$ cat config.mk
export PLATFORM = sky130hd
export DESIGN_NAME = rtc_irq_emul
export DESIGN_NICKNAME = d
export VERILOG_FILES = /design/src/rtl/rtc_emul_pkg.sv /design/src/rtl/tick_sched.sv /design/src/rtl/event_eval.sv /design/src/rtl/lost_acc.sv /design/src/rtl/rtc_irq_emul.sv
export SDC_FILE = /design/constraint.sdc
export NUM_CORES = 1
export LEC_CHECK = 0
export BUFFER_PORTS_ARGS = -buffer_cell sky130_fd_sc_hd__buf_2
export CAP_MARGIN = 10
export CORE_MARGIN = 4
export CORE_UTILIZATION = 49
export DETAILED_ROUTE_END_ITERATION = 16
export GPL_TIMING_DRIVEN = 0
export PLACE_DENSITY_LB_ADDON = 0.2
export SLEW_MARGIN = 40
export SYNTH_ARGS = -nofsm -noshare
export SYNTH_HDL_FRONTEND = slang
export SYNTH_SLANG_ARGS = --single-unit
$ cat constraint.sdc
create_clock -name clk -period 5 [get_ports clk]
set_input_delay 1.25 -clock clk [delete_from_list [all_inputs] [get_ports clk]]
set_output_delay 1.25 -clock clk [all_outputs]
set_load 0.005 [all_outputs]
$ cat src/rtl/rtc_emul_pkg.sv
package rtc_emul_pkg;
  localparam int CNT_W = 32;

  typedef enum logic [1:0] {ST_IDLE, ST_WAIT, ST_CATCH} sched_st_e;

  localparam logic [7:0] FLG_SUM = 8'h80;
  localparam logic [7:0] FLG_PER = 8'h40;
  localparam logic [7:0] FLG_ALM = 8'h20;
  localparam logic [7:0] FLG_UPD = 8'h10;

  // a ahead of b: (b - a) read as signed is negative
  function automatic logic cnt_ahead(input logic [CNT_W-1:0] a, input logic [CNT_W-1:0] b);
    logic [CNT_W-1:0] d;
    d = b - a;
    return d[CNT_W-1];
  endfunction

  function automatic logic [3:0] clamp_rate(input logic [3:0] r);
    if (r == 4'd0) return 4'd1;
    if (r > 4'd13) return 4'd13;
    return r;
  endfunction

  // base ticks per periodic event; 0 means every tick
  function automatic logic [6:0] pie_limit(input logic [3:0] r);
    if (r > 4'd6) return 7'd0;
    return 7'd64 >> r;
  endfunction
endpackage

$ cat src/rtl/tick_sched.sv
module tick_sched
  import rtc_emul_pkg::*;
#(
  parameter int LOST_W = 8
) (
  input  logic              clk,
  input  logic              rst_n,
  input  logic              any_en,
  input  logic [CNT_W-1:0]  cnt_now,
  input  logic [CNT_W-1:0]  delta,
  output logic              armed,
  output logic [CNT_W-1:0]  target,
  output logic              done,
  output logic [LOST_W-1:0] lost_tick
);
  localparam logic [LOST_W-1:0] LOST_MAX = '1;

  sched_st_e         st_q;
  logic [CNT_W-1:0]  tgt_q;
  logic [LOST_W-1:0] lost_q;
  logic              reached;
  logic              adv;

  assign reached   = (st_q == ST_WAIT) && !cnt_ahead(tgt_q, cnt_now);
  assign done      = (st_q == ST_CATCH) && cnt_ahead(tgt_q, cnt_now);
  assign adv       = reached || ((st_q == ST_CATCH) && !done);
  assign armed     = (st_q != ST_IDLE);
  assign target    = tgt_q;
  assign lost_tick = lost_q;

  always_ff @(posedge clk) begin
    if (!rst_n) begin
      st_q   <= ST_IDLE;
      tgt_q  <= '0;
      lost_q <= '0;
    end else if (!any_en) begin
      st_q <= ST_IDLE;
    end else begin
      unique case (st_q)
        ST_IDLE: begin
          tgt_q <= cnt_now + delta;
          st_q  <= ST_WAIT;
        end
        ST_WAIT: begin
          if (reached) begin
            tgt_q  <= tgt_q + delta;
            lost_q <= '0;
            st_q   <= ST_CATCH;
          end
        end
        ST_CATCH: begin
          if (done) begin
            st_q <= ST_WAIT;
          end else begin
            tgt_q <= tgt_q + delta;
            if (lost_q != LOST_MAX) lost_q <= lost_q + 1'b1;
          end
        end
        default: st_q <= ST_IDLE;
      endcase
    end
  end

  // each advance moves the target by exactly one interval
  p_step_r3: assert property (@(posedge clk) disable iff (!rst_n)
    (adv && any_en) |=> (tgt_q == $past(tgt_q) + $past(delta)));
  // all enables clear disarms the channel
  p_disarm_r10: assert property (@(posedge clk) disable iff (!rst_n)
    !any_en |=> !armed);
  // a tick never completes with the target still behind the counter
  p_ahead_after_r2: assert property (@(posedge clk) disable iff (!rst_n)
    (done && any_en) |=> (st_q == ST_WAIT));
endmodule

$ cat src/rtl/event_eval.sv
module event_eval
  import rtc_emul_pkg::*;
#(
  parameter int LOST_W = 8,
  parameter int PIE_W  = 10
) (
  input  logic              clk,
  input  logic              rst_n,
  input  logic              done,
  input  logic [LOST_W-1:0] lost_tick,
  input  logic              upd_en,
  input  logic              alm_en,
  input  logic              per_en,
  input  logic [3:0]        rate,
  input  logic [4:0]        tod_hour,
  input  logic [5:0]        tod_min,
  input  logic [5:0]        tod_sec,
  input  logic [4:0]        alm_hour,
  input  logic [5:0]        alm_min,
  input  logic [5:0]        alm_sec,
  output logic              irq_valid,
  output logic [15:0]       irq_word
);
  logic [5:0]       prev_sec_q;
  logic             prev_ok_q;
  logic [PIE_W-1:0] pie_q;
  logic [PIE_W-1:0] pie_sum;
  logic [6:0]       limit;
  logic             upd_hit, alm_hit, per_hit;
  logic [7:0]       flags;

  assign limit   = pie_limit(rate);
  assign pie_sum = pie_q + PIE_W'(lost_tick) + PIE_W'(1);
  assign upd_hit = upd_en && prev_ok_q && (tod_sec != prev_sec_q);
  assign alm_hit = alm_en && (tod_hour == alm_hour) && (tod_min == alm_min) &&
                   (tod_sec == alm_sec);
  assign per_hit = per_en && ((limit == 7'd0) || (pie_sum >= PIE_W'(limit)));
  assign flags   = (upd_hit ? FLG_UPD : 8'h00) | (alm_hit ? FLG_ALM : 8'h00) |
                   (per_hit ? FLG_PER : 8'h00);

  always_ff @(posedge clk) begin
    if (!rst_n) begin
      prev_sec_q <= '0;
      prev_ok_q  <= 1'b0;
      pie_q      <= '0;
      irq_valid  <= 1'b0;
      irq_word   <= '0;
    end else begin
      if (!upd_en) prev_ok_q <= 1'b0;
      else if (done) begin
        prev_sec_q <= tod_sec;
        prev_ok_q  <= 1'b1;
      end
      if (!per_en) pie_q <= '0;
      else if (done) pie_q <= per_hit ? '0 : pie_sum;
      if (done && (flags != 8'h00)) begin
        irq_valid <= 1'b1;
        irq_word  <= {8'h01, FLG_SUM | flags};
      end else begin
        irq_valid <= 1'b0;
        irq_word  <= '0;
      end
    end
  end

  // first tick after enabling update only records the seconds
  p_first_upd_r4: assert property (@(posedge clk) disable iff (!rst_n)
    (done && upd_en && !prev_ok_q) |=> !irq_word[4]);
  // word layout when an interrupt is raised
  p_word_fmt_r8: assert property (@(posedge clk) disable iff (!rst_n)
    irq_valid |-> (irq_word[15:8] == 8'h01) && irq_word[7] && (irq_word[6:4] != 3'b000));
  // quiet word when nothing fires
  p_quiet_r8: assert property (@(posedge clk) disable iff (!rst_n)
    !irq_valid |-> (irq_word == 16'h0000));
  // pulse lasts one cycle per tick
  p_pulse_r8: assert property (@(posedge clk) disable iff (!rst_n)
    irq_valid |-> !$past(irq_valid) || $past(done));
endmodule

$ cat src/rtl/lost_acc.sv
module lost_acc #(
  parameter int W = 8
) (
  input  logic         clk,
  input  logic         rst_n,
  input  logic         done,
  input  logic [W-1:0] lost_tick,
  input  logic         rd,
  output logic [W-1:0] cnt
);
  localparam logic [W-1:0] SAT = '1;

  logic [W:0]   sum;
  logic [W-1:0] base;
  logic [W-1:0] add;

  assign base = rd ? '0 : cnt;
  assign add  = done ? lost_tick : '0;
  assign sum  = {1'b0, base} + {1'b0, add};

  always_ff @(posedge clk) begin
    if (!rst_n) cnt <= '0;
    else        cnt <= sum[W] ? SAT : sum[W-1:0];
  end

  // saturated count holds until read
  p_lost_sat_r9: assert property (@(posedge clk) disable iff (!rst_n)
    ($past(cnt) == SAT && !$past(rd)) |-> (cnt == SAT));
  // count never decreases without a read
  p_lost_mono_r9: assert property (@(posedge clk) disable iff (!rst_n)
    !$past(rd) |-> (cnt >= $past(cnt)));
endmodule

$ cat src/rtl/rtc_irq_emul.sv
module rtc_irq_emul
  import rtc_emul_pkg::*;
#(
  parameter int LOST_W = 8
) (
  input  logic              clk,
  input  logic              rst_n,
  input  logic [31:0]       cnt_now,
  input  logic [4:0]        tod_hour,
  input  logic [5:0]        tod_min,
  input  logic [5:0]        tod_sec,
  input  logic              upd_en,
  input  logic              alm_en,
  input  logic              per_en,
  input  logic [4:0]        alm_hour,
  input  logic [5:0]        alm_min,
  input  logic [5:0]        alm_sec,
  input  logic [3:0]        per_rate_log2,
  input  logic [31:0]       base_delta,
  input  logic [31:0]       fast_delta,
  input  logic              lost_rd,
  output logic              irq_valid,
  output logic [15:0]       irq_word,
  output logic [LOST_W-1:0] lost_cnt,
  output logic              armed,
  output logic [31:0]       cmp_target
);
  localparam int PIE_W = LOST_W + 2;

  logic [3:0]        rate;
  logic              fast;
  logic [CNT_W-1:0]  delta;
  logic              any_en;
  logic              tick_done;
  logic [LOST_W-1:0] lost_tick;

  assign rate   = clamp_rate(per_rate_log2);
  assign fast   = per_en && (rate > 4'd6);
  assign delta  = fast ? fast_delta : base_delta;
  assign any_en = upd_en || alm_en || per_en;

  tick_sched #(.LOST_W(LOST_W)) u_sched (
    .clk(clk), .rst_n(rst_n), .any_en(any_en), .cnt_now(cnt_now), .delta(delta),
    .armed(armed), .target(cmp_target), .done(tick_done), .lost_tick(lost_tick)
  );

  event_eval #(.LOST_W(LOST_W), .PIE_W(PIE_W)) u_eval (
    .clk(clk), .rst_n(rst_n), .done(tick_done), .lost_tick(lost_tick),
    .upd_en(upd_en), .alm_en(alm_en), .per_en(per_en), .rate(rate),
    .tod_hour(tod_hour), .tod_min(tod_min), .tod_sec(tod_sec),
    .alm_hour(alm_hour), .alm_min(alm_min), .alm_sec(alm_sec),
    .irq_valid(irq_valid), .irq_word(irq_word)
  );

  lost_acc #(.W(LOST_W)) u_lost (
    .clk(clk), .rst_n(rst_n), .done(tick_done), .lost_tick(lost_tick),
    .rd(lost_rd), .cnt(lost_cnt)
  );

  // no interrupt one edge after all enables are clear
  p_no_irq_off_r10: assert property (@(posedge clk) disable iff (!rst_n)
    (!any_en && !$past(any_en)) |-> !irq_valid);
  // arming loads counter plus interval
  p_arm_r1: assert property (@(posedge clk) disable iff (!rst_n)
    (!armed && any_en) |=> (armed && cmp_target == $past(cnt_now) + $past(delta)));
endmodule

==> impl_metrics.toml, run 1 <==
[timing]
max_freq_mhz = 206
hold_viol_final = 0
fin_crit_ps = 4860
worst_slew_pin_slew_ps = 748
drv_slew = 0
slew_headroom_pct = 50.1
skew_ps = 5.95
finalSetupViolations = 0
fin_crit_sh_pct = 97.2

[drt]
first_pass_iters = 6
vias = 6777
ant_nets = 0
drt_wl_total_um = 19600
drc_errors = 0
drt_iter0_drc = 462
wl_per_cell_um = 15.6
vias_per_cell = 5.40

[yosys]
synth-compound-area-share_pct = 18.6
yosys_register_bits = 71
synth_edf_count = 0
synthSimpleGateAreaFrac_pct = 16.7
ys_types = 68
synth_area_leaders = "dfxtp_1 (20%), ha_1 (16%), mux2_2 (9.8%)"
synth_top_area_share_pct = 20.0
ys.flop_type = "dfxtp_1"
syn_avg_cell_area_sq_um = 8.30
yosys-mux-area-fraction_pct = 13.8
synth_xor_xnor_area_share_pct = 7.63
synthCells = 857
synth-adder-area-share_pct = 16.7
synth_area_sq_um = 7110
synth_top_family_by_area = "compound AO/OA/AOI/OAI gates"
async_flop_share_pct = 0
yosysWarnings = 0
yosysTopAreaCell = "dfxtp_1"
seq_area_frac_synth_pct = 20.0

[cells_and_area]
syn2layout_area_growth_pct = 23.4
layout.cells.most_common = "buf_2"
fin_nets = 1303
utilization_pct = 62.5
mostFrequentLayoutCells = "buf_2 (185), ha_1 (89), dfxtp_1 (71), a21oi_1 (66), mux2_2 (62)"
stdcell_count = 1255
drive_gt1_share_pct = 29.7
antenna_cells = 0

[cts]
clockBufferDepth = 2
clk_latency_ps = 340
cts_max_level = 3
ctsHoldBuffers = 0
numCtsBuffers = 9
clkTransAtPathRegs_ps = 60
clockRootBuffer = "clkbuf_16"
cts.sink_count = 71
cts_tree = "yes"

[floorplanning]
fp.dieH_um = 128
num_rows = 43
start_util_pct = 50.7
dieArea_sq_um = 16500
die_w_um = 128
ios = 198
core_area_sq_um = 14000

[critical_path]
reg2reg_from = "u_sched.st_q[1]"
arrival_ps = 5120
endpoint_kind = "flip-flop"
cp-start-kind = "input pin"
cp_max_fo = 7
setup.worst_path.class = "in2reg"
required_ps = 5260
reg2reg_slack_ps = 600
cp-startpoint = "cnt_now[22]"

[min_path]
hp-class = "reg2reg"
worstHoldStart = "u_eval.prev_sec_q[4]"

[grt]
grt_pass1_wl_um = 30900
grt_overflow = 0
grt_pass1_vias = 6582
antenna_found_initial = 0
grt_max_degree = 13
grt_use_total_pct = 23.0

[placement]
gp_congestion = 0.886
numPortBuffers = 184
placed_cells = 1231
dp_hpwl_um = 15800

[power]
p_leak_nw = 4.15
power.density_nw_per_um2 = 492
peakVddDrop_v = 0.000284

[flow_run]
cap_violations = 0

[run_status]
status = "complete, no violations"
## kinds of logic (layout without fill, tap and decap cells)
kind of cell / after synthesis / after routing
xor gates and xnor gates: 62 / 62
other: 2 / 12
AOI/OAI and AO/OA: 201 / 201
buffers and inverters: 101 / 309
and+or+nand+nor: 237 / 237
adders and majority gates: 93 / 93
muxes: 90 / 90
DFF: 71 / 71
## cell type report
type,instances,area [sq um]
Multi-Input combinational cell,695,5350
Clock inverter,5,82.6
Buffer,38,243
Fill cell,1252,5260
Sequential cell,71,1420
Clock buffer,11,233
Inverter,61,229
Tap cell,180,225
Timing Repair Buffer,194,996
## worst max-delay path, stage by stage
cell and delay (ps):
buf_2 110, ha_1 320, nand4_1 250, nor4_4 90, a221oi_2 330, o31ai_4 150
or4_4 560, and3_4 250, nor2_1 130, ha_2 200, inv_1 50, fa_2 350
inv_1 70, a21oi_1 80, o21ai_2 150, a21oi_1 100, o21ai_2 140, a21o_1 130
a21o_1 160, inv_2 90, a21oi_1 150
## report_power, final
part / leakage [nW] / switching [W] / internal, W / total (W)
Combinational: 3.43 / 0.00154 / 0.00131 / 0.00286
Sequential: 0.579 / 0.0000943 / 0.000674 / 0.000768
Clock: 0.142 / 0.000258 / 0.000437 / 0.000695
## final timing paths
kind | end | cells after the start
worst max register to register | u_sched.target[31] | 15
worst min register to register | u_eval.prev_sec_q[4] | 2
worst min-delay path | u_eval.prev_sec_q[4] | 2
worst max-delay path | u_lost.cnt[4] | 21
## sequential cells by signal, summed over array words and instances, names as in the netlist
register           flops
u_sched.target        32
u_eval.prev_ok_q       1
u_eval.pie_q          10
u_sched.st_q           2
u_sched.lost_tick      8
u_eval.prev_sec_q      6
u_lost.cnt             8
u_eval.irq_word        4
## metal layers
metal | track usage [%] | up-vias | part of all wire, %
met1 | 28.4 | 3131 | 43
met2 | 41.1 | 156 | 51
met3 | 3.69 | 22 | 4.4
met5 | 0 | - | 0
li1 | - | 3468 | -
met4 | 6.99 | 0 | 1.8
## stage by stage
| step | TNS, ps | hold WS [ps] | worst slack (ps) | instance area, sq um | total power [W] |
|---|---|---|---|---|---|
| 3_3_place_gp | -15230 | 453 | -1110 | 8300 | 0.00352 |
| 6_report | 0 | 465 | 140 | 8780 | 0.00432 |
| 2_1_floorplan | 0 | 434 | 77.4 | 7150 | 0.00290 |
| 5_1_grt | -358 | 494 | -79.2 | 8780 | 0.00466 |
| 4_1_cts | 0 | 466 | 20.1 | 8700 | 0.00431 |
| 3_5_place_dp | -15560 | 459 | -1100 | 8300 | 0.00355 |
## synth_stat cells, drive strengths merged, types with 14 or more instances
cell	n
o21ai	37
a21oi	68
mux2i	28
nor3	14
nor2	59
nor2b	14
ha	90
buf	18
mux2	62
inv	61
dfxtp	71
nand2	55
a21o	18
clkbuf	22
xnor2	41
xor2	21
nand3	26
## what timing repair did
action,in CTS,in global routing
gates cloned,0,0
gates resized for setup,19,11
setup endpoints to repair,18,17
pin swaps,5,7
buffers inserted,3,7
No activity file was read; power rests on OpenSTA's default activity.
==> run 2, diff against run 1 <==
CORE_UTILIZATION = 54   (was 49)
clock period = 4.5 ns   (was 5 ns; I/O delays follow)
==> run 2 against run 1 <==
Flip-flop and latch count stayed put. Clock skew is 2.7 ps higher. Global-route usage is 3.1 points higher. Core utilization is 9.2 points higher. Worst setup slack worse by 94 ps. Power is 14% higher. Die area is 8.7% lower.
==> impl_metrics.toml, run 2 (same netlist as run 1, synthesis figures left out) <==
[cells_and_area]
drive_gt1_share_pct = 34.1
fin_area_sq_um = 9160
syn2layout_area_growth_pct = 28.7
mostFrequentLayoutCells = "buf_2 (182), ha_1 (78), dfxtp_1 (71), mux2_2 (62), a21oi_1 (59)"
largest_register_ffs = 32
stdcell_count = 1261
layout.cells.most_common = "buf_2"
fin_nets = 1316

[timing]
whs_ps = 468
finalSetupViolations = 0
skew_ps = 8.69
fin_crit_ps = 4450
fin_crit_sh_pct = 99.0
slew_headroom_pct = 48.7
max_freq_mhz = 224
hold_viol_final = 0
layout_setup_ws_ps = 45.6
drv_slew = 0
worst_slew_pin_slew_ps = 769

[power]
peakVddDrop_v = 0.000391
p_leak_nw = 4.26
power.density_nw_per_um2 = 538

[floorplanning]
fp.dieH_um = 123
start_util_pct = 55.7
ios = 198
dieArea_sq_um = 15100
die_w_um = 123
num_rows = 41
core_area_sq_um = 12800

[placement]
gp_congestion = 0.876
place_area_sq_um = 8370
dp_hpwl_um = 15500
placed_cells = 1223
pre_cts_ws_ps = -1150
numPortBuffers = 184

[drt]
first_pass_iters = 5
ant_nets = 0
drc_errors = 0
vias = 6991
wl_per_cell_um = 16.0
vias_per_cell = 5.54
drt_iter0_drc = 353
drt_wl_total_um = 20200

[grt]
grt_max_degree = 14
antenna_found_initial = 0
grt_pass1_vias = 6823
grt_pass1_wl_um = 31400
grt_overflow = 0
grt_use_total_pct = 26.1

[cts]
cts_max_level = 3
clockBufferDepth = 2
ctsHoldBuffers = 0
clockRootBuffer = "clkbuf_16"
cts.sink_count = 71
numCtsBuffers = 9
clk_latency_ps = 350
cts_tree = "yes"
clkTransAtPathRegs_ps = 60

[run_status]
status = "complete, no violations"

[flow_run]
cap_violations = 0

[critical_path]
cp_max_fo = 5
setup.worst_path.class = "in2reg"
cp-start-kind = "input pin"
endpoint_kind = "flip-flop"
required_ps = 4720
arrival_ps = 4670

[min_path]
hp-class = "reg2reg"
## run 2: path summary, 6_finish.rpt
kind                              from                   end  slack [ps]  cells after the start
hold / removal    u_eval.prev_sec_q[4]  u_eval.prev_sec_q[4]         470                      2
setup reg to reg       u_sched.st_q[1]    u_sched.target[31]         350                     15
hold reg to reg   u_eval.prev_sec_q[4]  u_eval.prev_sec_q[4]         470                      2
setup / recovery           cnt_now[15]         u_lost.cnt[0]          50                     20
## run 2: area by class of cell
type / count / area (sq um)
antenna: 1 / 2.50
fill: 1048 / 3620
timing repair buffer: 208 / 1120
sequential: 71 / 1420
tap: 172 / 215
buffer: 37 / 244
clock buffer: 10 / 239
multi-input combinational: 695 / 5620
clock inverter: 6 / 68.8
inverter: 61 / 231
## run 2: worst max-delay path, cell delays in order
cell	delay (ps)
buf_2	110
ha_1	280
nand4_1	160
nor4_4	440
nand2_2	130
o31ai_4	270
or4_4	190
buf_4	110
nand3_4	80
buf_4	180
buf_4	140
and2_1	160
ha_1	380
a21oi_2	210
o21ai_2	90
a21o_1	160
a21o_1	190
buf_4	150
nor2_1	90
nor2_1	40
## run 2: metrics by stage
step / utilization (%) / TNS, ps / power (W)
floorplan: - / 0 / 0.00324
global placement: 65.6 / -21500 / 0.00390
detailed placement: 65.6 / -22570 / 0.00395
CTS: 69.7 / 0 / 0.00480
global route: 71.7 / -590 / 0.00532
finish: 71.7 / 0 / 0.00493
## run 2: where the power goes
group | leakage [nW] | switching [W] | internal (W)
sequential | 0.579 | 0.000107 | 0.000748
combinational | 3.53 | 0.00177 | 0.00155
clock | 0.149 | 0.000309 | 0.000447
## run 2: layer usage
layer	global-route usage [%]	wire length, um	vias to the layer above
li1	-	-	3513
met1	30.2	8290	3215
met2	46.4	10300	223
met3	5.76	1100	40
met4	10.8	482	0
met5	0	0	-
## run 2: what timing repair did
| item | CTS | global route |
|---|---|---|
| endpoints found under the setup margin | 28 | 22 |
| buffers inserted | 16 | 9 |
| pin swaps | 14 | 30 |
| resized for setup | 22 | 46 |
